File: src/rtl/rxd_pkg.sv
package rxd_pkg;
    localparam int CTL_EMPTY_BIT = 31;
    localparam int CTL_WRAP_BIT  = 29;
    localparam int CTL_LAST_BIT  = 27;
    localparam int CTL_STAT_LO   = 16;
    localparam int STAT_OVR_BIT  = 1;

    typedef enum logic [2:0] {
        S_IDLE,
        S_RD_CTL,
        S_RD_PTR,
        S_RD_NXT,
        S_WR_DATA,
        S_WR_CLOSE,
        S_WR_LAST
    } fill_st_e;
endpackage

File: src/rtl/rxd_ring_addr.sv
module rxd_ring_addr #(
    parameter int AW   = 32,
    parameter int IDXW = 4
) (
    input  logic [AW-1:0]   base,
    input  logic [IDXW-1:0] idx,
    input  logic            wrap,
    output logic [AW-1:0]   ctl_addr,
    output logic [AW-1:0]   ptr_addr,
    output logic [IDXW-1:0] nxt_idx,
    output logic [AW-1:0]   nxt_ctl_addr
);
    localparam int SLOT_SHIFT = 3;

    always_comb begin
        nxt_idx      = wrap ? '0 : idx + 1'b1;
        ctl_addr     = base + AW'({idx, {SLOT_SHIFT{1'b0}}});
        ptr_addr     = ctl_addr + AW'(4);
        nxt_ctl_addr = base + AW'({nxt_idx, {SLOT_SHIFT{1'b0}}});
    end
endmodule

File: src/rtl/rxd_ctl_pack.sv
module rxd_ctl_pack #(
    parameter int LENW = 16
) (
    input  logic            last,
    input  logic            wrap,
    input  logic [7:0]      stat,
    input  logic [LENW-1:0] len,
    output logic [31:0]     word
);
    import rxd_pkg::*;

    always_comb begin
        word                              = '0;
        word[LENW-1:0]                    = len;
        word[CTL_STAT_LO+7:CTL_STAT_LO]   = stat;
        word[CTL_LAST_BIT]                = last;
        word[CTL_WRAP_BIT]                = wrap;
        word[CTL_EMPTY_BIT]               = 1'b0;
    end
endmodule

File: src/rtl/rxd_len_calc.sv
module rxd_len_calc #(
    parameter int LENW = 16
) (
    input  logic [LENW-1:0] frame_len,
    input  logic [LENW-1:0] prior,
    input  logic [LENW-1:0] held,
    input  logic            ovr,
    output logic [LENW-1:0] last_len
);
    always_comb begin
        if (ovr) last_len = held;
        else     last_len = frame_len - prior;
    end
endmodule

File: src/rtl/rxd_fill_ctrl.sv
module rxd_fill_ctrl #(
    parameter int AW   = 32,
    parameter int IDXW = 4,
    parameter int LENW = 16
) (
    input  logic            clk,
    input  logic            rst_n,
    input  logic [AW-1:0]   cfg_ring_base,
    input  logic [LENW-1:0] cfg_buf_size,
    input  logic            fifo_valid,
    input  logic            fifo_stat,
    input  logic [31:0]     fifo_data,
    output logic            fifo_ready,
    output logic            mem_req,
    output logic            mem_we,
    output logic [AW-1:0]   mem_addr,
    output logic [31:0]     mem_wdata,
    input  logic            mem_ack,
    input  logic [31:0]     mem_rdata,
    output logic            frame_done
);
    import rxd_pkg::*;

    localparam int WORD_BYTES = 4;

    typedef struct packed {
        fill_st_e        st;
        logic [IDXW-1:0] idx;
        logic            wrap;
        logic            nwrap;
        logic [AW-1:0]   ptr;
        logic [LENW-1:0] off;
        logic [LENW-1:0] prior;
        logic            open;
        logic            drop;
        logic            ovr;
        logic [31:0]     word;
        logic            done;
    } fill_t;

    fill_t q, d;

    logic [AW-1:0]   ctl_addr, ptr_addr, nxt_ctl_addr;
    logic [IDXW-1:0] nxt_idx;
    logic [LENW-1:0] last_len, pack_len;
    logic [7:0]      pack_stat;
    logic            pack_last;
    logic [31:0]     ctl_word;
    fill_st_e        st_now;

    assign st_now = q.st;

    rxd_ring_addr #(.AW(AW), .IDXW(IDXW)) u_ring (
        .base         (cfg_ring_base),
        .idx          (q.idx),
        .wrap         (q.wrap),
        .ctl_addr     (ctl_addr),
        .ptr_addr     (ptr_addr),
        .nxt_idx      (nxt_idx),
        .nxt_ctl_addr (nxt_ctl_addr)
    );

    rxd_len_calc #(.LENW(LENW)) u_len (
        .frame_len (q.word[LENW-1:0]),
        .prior     (q.prior),
        .held      (q.off),
        .ovr       (q.ovr),
        .last_len  (last_len)
    );

    always_comb begin
        pack_last = (q.st == S_WR_LAST);
        pack_len  = pack_last ? last_len : cfg_buf_size;
        pack_stat = '0;
        if (pack_last) begin
            pack_stat = q.word[CTL_STAT_LO+7:CTL_STAT_LO];
            pack_stat[STAT_OVR_BIT] = pack_stat[STAT_OVR_BIT] | q.ovr;
        end
    end

    rxd_ctl_pack #(.LENW(LENW)) u_pack (
        .last (pack_last),
        .wrap (q.wrap),
        .stat (pack_stat),
        .len  (pack_len),
        .word (ctl_word)
    );

    always_comb begin
        d          = q;
        d.done     = 1'b0;
        fifo_ready = 1'b0;
        mem_req    = 1'b0;
        mem_we     = 1'b0;
        mem_addr   = '0;
        mem_wdata  = '0;
        unique case (q.st)
            S_IDLE: begin
                if (fifo_valid) begin
                    if (fifo_stat) begin
                        fifo_ready = 1'b1;
                        if (q.open) begin
                            d.word = fifo_data;
                            d.st   = S_WR_LAST;
                        end else begin
                            d.drop  = 1'b0;
                            d.ovr   = 1'b0;
                            d.prior = '0;
                        end
                    end else if (q.drop) begin
                        fifo_ready = 1'b1;
                    end else if (!q.open) begin
                        d.st = S_RD_CTL;
                    end else if (q.off >= cfg_buf_size) begin
                        d.st = S_RD_NXT;
                    end else begin
                        fifo_ready = 1'b1;
                        d.word     = fifo_data;
                        d.st       = S_WR_DATA;
                    end
                end
            end
            S_RD_CTL: begin
                mem_req  = 1'b1;
                mem_addr = ctl_addr;
                if (mem_ack) begin
                    d.word = mem_rdata;
                    if (mem_rdata[CTL_EMPTY_BIT]) begin
                        d.wrap = mem_rdata[CTL_WRAP_BIT];
                        d.st   = S_RD_PTR;
                    end else begin
                        d.drop = 1'b1;
                        d.st   = S_IDLE;
                    end
                end
            end
            S_RD_PTR: begin
                mem_req  = 1'b1;
                mem_addr = ptr_addr;
                if (mem_ack) begin
                    d.ptr  = mem_rdata[AW-1:0];
                    d.open = 1'b1;
                    d.off  = '0;
                    d.st   = S_IDLE;
                end
            end
            S_RD_NXT: begin
                mem_req  = 1'b1;
                mem_addr = nxt_ctl_addr;
                if (mem_ack) begin
                    d.word = mem_rdata;
                    if (mem_rdata[CTL_EMPTY_BIT]) begin
                        d.nwrap = mem_rdata[CTL_WRAP_BIT];
                        d.st    = S_WR_CLOSE;
                    end else begin
                        d.ovr  = 1'b1;
                        d.drop = 1'b1;
                        d.st   = S_IDLE;
                    end
                end
            end
            S_WR_DATA: begin
                mem_req   = 1'b1;
                mem_we    = 1'b1;
                mem_addr  = q.ptr + AW'(q.off);
                mem_wdata = q.word;
                if (mem_ack) begin
                    d.off = q.off + LENW'(WORD_BYTES);
                    d.st  = S_IDLE;
                end
            end
            S_WR_CLOSE: begin
                mem_req   = 1'b1;
                mem_we    = 1'b1;
                mem_addr  = ctl_addr;
                mem_wdata = ctl_word;
                if (mem_ack) begin
                    d.prior = q.prior + cfg_buf_size;
                    d.idx   = nxt_idx;
                    d.wrap  = q.nwrap;
                    d.open  = 1'b0;
                    d.st    = S_RD_PTR;
                end
            end
            S_WR_LAST: begin
                mem_req   = 1'b1;
                mem_we    = 1'b1;
                mem_addr  = ctl_addr;
                mem_wdata = ctl_word;
                if (mem_ack) begin
                    d.idx   = nxt_idx;
                    d.open  = 1'b0;
                    d.drop  = 1'b0;
                    d.ovr   = 1'b0;
                    d.prior = '0;
                    d.done  = 1'b1;
                    d.st    = S_IDLE;
                end
            end
            default: d.st = S_IDLE;
        endcase
    end

    always_ff @(posedge clk) begin
        if (!rst_n) begin
            q <= '{st: S_IDLE, idx: '0, wrap: 1'b0, nwrap: 1'b0, ptr: '0,
                   off: '0, prior: '0, open: 1'b0, drop: 1'b0, ovr: 1'b0,
                   word: '0, done: 1'b0};
        end else begin
            q <= d;
        end
    end

    assign frame_done = q.done;
endmodule

File: config.mk
export PLATFORM = sky130hd
export DESIGN_NAME = rxd_fill_ctrl
export DESIGN_NICKNAME = d
export VERILOG_FILES = /design/src/rtl/rxd_pkg.sv /design/src/rtl/rxd_ring_addr.sv /design/src/rtl/rxd_ctl_pack.sv /design/src/rtl/rxd_len_calc.sv /design/src/rtl/rxd_fill_ctrl.sv
export SDC_FILE = /design/constraint.sdc
export NUM_CORES = 1
export LEC_CHECK = 0
export BUFFER_PORTS_ARGS = -buffer_cell sky130_fd_sc_hd__buf_2
export CAP_MARGIN = 20
export CORE_ASPECT_RATIO = 0.8
export CORE_MARGIN = 2
export CORE_UTILIZATION = 39
export CTS_CLUSTER_SIZE = 14
export DETAILED_ROUTE_END_ITERATION = 6
export HOLD_SLACK_MARGIN = 0.03
export PLACE_DENSITY = 0.59
export REMOVE_ABC_BUFFERS = 1
export SYNTH_ARGS = -nofsm -noshare
export SYNTH_HDL_FRONTEND = slang
export SYNTH_SLANG_ARGS = --single-unit
File: constraint.sdc
create_clock -name clk -period 7.7 [get_ports clk]
set_input_delay 0 -clock clk [delete_from_list [all_inputs] [get_ports clk]]
set_output_delay 0 -clock clk [all_outputs]
set_load 0.02 [all_outputs]
---- Yosys cells after proc, flatten, opt, wreduce, memory -nomap -nowiden ----
Cells that the tools add are included.
W data, S select, Z words.
word-level totals
  bits in registers ....................... 109
  input port bits ......................... 117
  output and inout port bits .............. 68
  word-level logic and storage cells ...... 130
cells by class
  add/subtract/negate cells ............... 8
  order comparisons ....................... 1
  eq/ne operators ......................... 23
  muxes and demuxes ....................... 60
  bitwise operators ....................... 1
  reduce and logical (&&, ||, !) cells .... 25
operators by type and width
  cell                     number
  $mux W32                 6
  $pmux W32 S3             2
  $pmux W32 S4             1
  $mux W16                 7
  $mux W34                 2
  $add A32 B7 Y32          2
  $pmux W16 S3             1
  $add A32 B16 Y32         1
  $add A32 B3 Y32 const B  1
  $pmux W16 S2             1
  $mux W3                  10
  $ne A2 B2 Y1 const B     13
  $mux W19                 1
  $pmux W3 S6              1
  $mux W17                 1
  $add A16 B16 Y16         1
  $add A16 B3 Y16 const B  1
  $ge A16 B16 Y1           1
  $mux W8                  2
  $sub A16 B16 Y16         1
  $mux W1                  14
  $reduce_and A7 Y1        2
  $reduce_bool A3 Y1       4
  $eq A3 B3 Y1 const B     3
  other kinds (25)         39

---- Longest topological paths before layout ----
  depth after elaboration ................. 7
  mapped depth ............................ 12

---- Hierarchy ----
A second synthesis with hierarchy kept.
unflattened totals
  cell total of the unflattened synthesis .. 1520
  area, all modules ....................... 11337.1 µm²
modules (own cells, without submodules)
  module         instances  cells an instance  area each (µm²)  seq. area each (µm²)
  rxd_fill_ctrl  1          1045               8127.8           2142.1
  rxd_ring_addr  1          291                2018.2           0.0
  rxd_len_calc   1          151                947.2            0.0
  rxd_ctl_pack   1          33                 244.0            0.0

---- Worst setup path before layout ----
No wires, ideal clock.
  path type ............................... reg-to-output
  start point ............................. register q[102] (netlist name)
  end point ............................... output port mem_addr[27]
  arrival time ............................ 3.142 ns
  path slack .............................. 4.558 ns
  cell stages (with the launch flop) ...... 11
  path buffers ............................ 0
  path through ............................ dfxtp_1 -> ha_1 -> fa_1 -> a211oi_1 -> or3_1 -> xnor2_1 -> nand3b_2 -> nor4_4 -> nand4_1 -> xor2_1 -> a221o_1
on the way
  longest elaborated chain between the ends .. 4
RTL lines
  element                                                                  RTL line              RTL
  start, declared                                                          rxd_fill_ctrl.sv:41   fill_t q, d;
  start signal, assigned                                                   rxd_fill_ctrl.sv:206  q <= '{st: S_IDLE, idx: '0, wrap: 1'b0, nwrap: 1'b0, ptr: '0,
  parallel branches: the longest is 3 deep, another holds $add A32 B7 Y32  n/a
  $pmux W32 S4 (*)                                                         rxd_fill_ctrl.sv:97   unique case (q.st)
  end, declared                                                            rxd_fill_ctrl.sv:16   output logic [AW-1:0] mem_addr,
Mark *: on every way between the ends.

---- Worst setup path after layout ----
Ends and elaborated chain as after synthesis.

==> run metrics <==
status=finished clean; Final Critical Period=approximately 4500 ps; Hold Slack=about 32 ps; Fin Setup TNS=0 ps; Cells after Synth=around 1,400; DRT Pass-1 Iters=5; max-cap violations=0; Die Area=~28,000 µm²; CP required=around 7700 ps; clk_skew=a little under 10 ps; Diodes inserted=0; Worst Setup Start Kind=flip-flop; fin crit share=about three fifths; Yosys reg bits=approximately 110; Top Ports=around 190; Top delay family on crit path=simple AND/OR/NAND/NOR gates; commonest non-fill, non-tap cell in the layout=nand2_1; Comb pwr share=47.4%; antenna-violating nets left=0; CP Capture Type=output pin; IO buf count=between 150 and 200; largest net degree at the start of global routing=53; vias per std cell=around 5.8; Critical Path Stages=11; wire length per cell=a little under 20 µm; share of cells above drive strength 1=17.9%; Placer Congestion=~0.9; Max Slew Vio Count=0; initial core utilization=between 30% and 40%; initial antenna violation count=1; sequential fraction of the synthesis area=between 20% and 30%; die width=about 190 µm; Remaining DRCs=0; unrepaired setup endpoints after global routing=no; final setup violation count=0; Setup Buffers After CTS=0; clk buf depth=2; Hold Path Depth=4; top achievable clock speed=between 200 and 250 MHz; final hold viol count=0; row cnt=53; core area=between 20,000 and 30,000 µm²; crit-path max FO=8; worst setup path category=flip-flop to output pin; Worst EP arrival=4530 ps; later-pin clock latency in the skew report=about 360 ps; type of the worst min-delay path=primary input to flip-flop; DR iter-0 viols=just over 900; Clk pin slew, worst setup/hold paths=80 ps; actual slew at the worst max-slew pin=1190 ps; HPWL Detailed=between 20 and 30 mm; # clock sinks=107; post-cts resize count=0; Primary FF master, synth=dfxtp_1; flop-to-flop setup slack=between 4000 and 5000 ps; Post-synth ARST share=0%; PwrDens=approximately 180 nW/µm²; Setup WS post-layout=approximately 3200 ps; Area Overhead vs Synth=20.5%; via count=11,400; TritonCTS Buffers=9; GR Util All Layers=27.1%; hold bufs inserted after CTS=52; Post-synth EDFFs=0; H-tree lvl count=3; CTS tree=built; static leakage=5.35 nW; Worst R2R Path Depth=8; Yosys warning total=0; dpl ws=3630 ps; delay of the slowest critical-path stage=730 ps; Flop pwr share=28.6%; worst vdd ir=about 0.14 mV; commonest non-fill, non-tap cells in the layout=nand2_1, buf_2, nor2_1; switching part of the total=41.7%; first-pass GRT wire length=58.5 mm; Routed WL=~38 mm; grt total ovfl=0; worst rel slew slack=20.5%; part of the power in the clock network=24.0%; fin nets=~1,800; Internal=~0.0013 W; Worst path slowest cell=a211oi_1; crit path buf inv count=1; Syn Std Cell Area=10,300 µm²; vias in the first global route=about 11,000; chip height=between 100 and 150 µm; syn_area_per_cell=about 7.4 µm²; NetSw=approximately 0.00096 W; clk root buf=clkbuf_16; post-synthesis cell type count=just under 80; crit path cell chain=ha_1 -> fa_1 -> a211oi_1 -> or4_1 -> xnor2_4 -> o211ai_4 -> nor4_4 -> nand4_1 -> xor2_1 -> a221o_1 -> buf_2
sequential cells by signal (all words and copies together) (netlist names):
register	flops
st_now	3
frame_done	1
q	103
worst min-delay path: stages:
cell and delay (ps):
buf_2 80, mux2i_1 60, nand2_1 60, o221a_2 170
per-stage QoR:
step / power [W] / instances / instance area [µm²] / utilization [%]
3_5_place_dp: 0.00172 / 1886 / 11600 / 44.2
4_1_cts: 0.00230 / 1954 / 12500 / 47.5
3_3_place_gp: 0.00172 / 1885 / 11600 / 44.2
6_report: 0.00230 / 1955 / 12500 / 47.6
2_1_floorplan: 0.00135 / 1323 / 10000 / -
5_1_grt: 0.00243 / 1955 / 12500 / 47.6
routing by layer:
layer / vias to the layer above / track usage, % / part of all wire, %
met5: - / 0 / 0.037
met4: 2 / 6.93 / 1.9
met3: 53 / 4.72 / 7.6
met2: 474 / 41.9 / 43
met1: 5379 / 38.8 / 47
li1: 5523 / - / -
area by class of cell:
cell class	instances	area, µm²
repair buffers	259	1610
clock inverters	4	97.6
multi-input cells	1159	7700
inverters	57	214
fillers	2656	13700
clock buffers	12	246
well taps	357	447
flip-flops and latches	107	2140
path summary, 6_finish.rpt:
path | endpoint | start
max | mem_addr[27] | q[102]$_SDFFE_PN0P_
min | q[8]$_SDFFE_PN0P_ | fifo_data[7]
max reg2reg | q[59]$_SDFFE_PN0P_ | st_now[2]$_SDFFE_PN0P_
min reg2reg | q[84]$_SDFFE_PN0P_ | q[84]$_SDFFE_PN0P_
synth_stat cells, types with 42 or more instances:
master    count  area (µm²)
xor2_1       46         403
dfxtp_1     107        2140
xnor2_1      56         490
nand3_1      42         210
a21oi_1     118         591
o21ai_0      66         330
mux2i_1      52         521
inv_1        54         203
nand2_1     187         702
clkbuf_1     65         244
ha_1         69         863
nor2_1      122         458
power by group through the flow:
stage	sequential [W]	combinational (W)	clock (W)
after global placement	0.000668	0.00105	0
final	0.000658	0.00109	0.000551
after floorplan	0.000675	0.000679	0
after global routing	0.000664	0.00119	0.000578
after CTS	0.000656	0.00108	0.000562
after detailed placement	0.000667	0.00105	0
cells by family after synthesis:
kind of cell	synth area share [%]
AND/OR/NAND/NOR	24.8
AO/OA/AOI/OAI	26.2
buffers and inverters	5.08
flip-flops	20.7
XOR/XNOR	8.90
adder cells (fa/ha/maj)	9.22
multiplexers	5.03
Power figures use the tool's default switching activity.
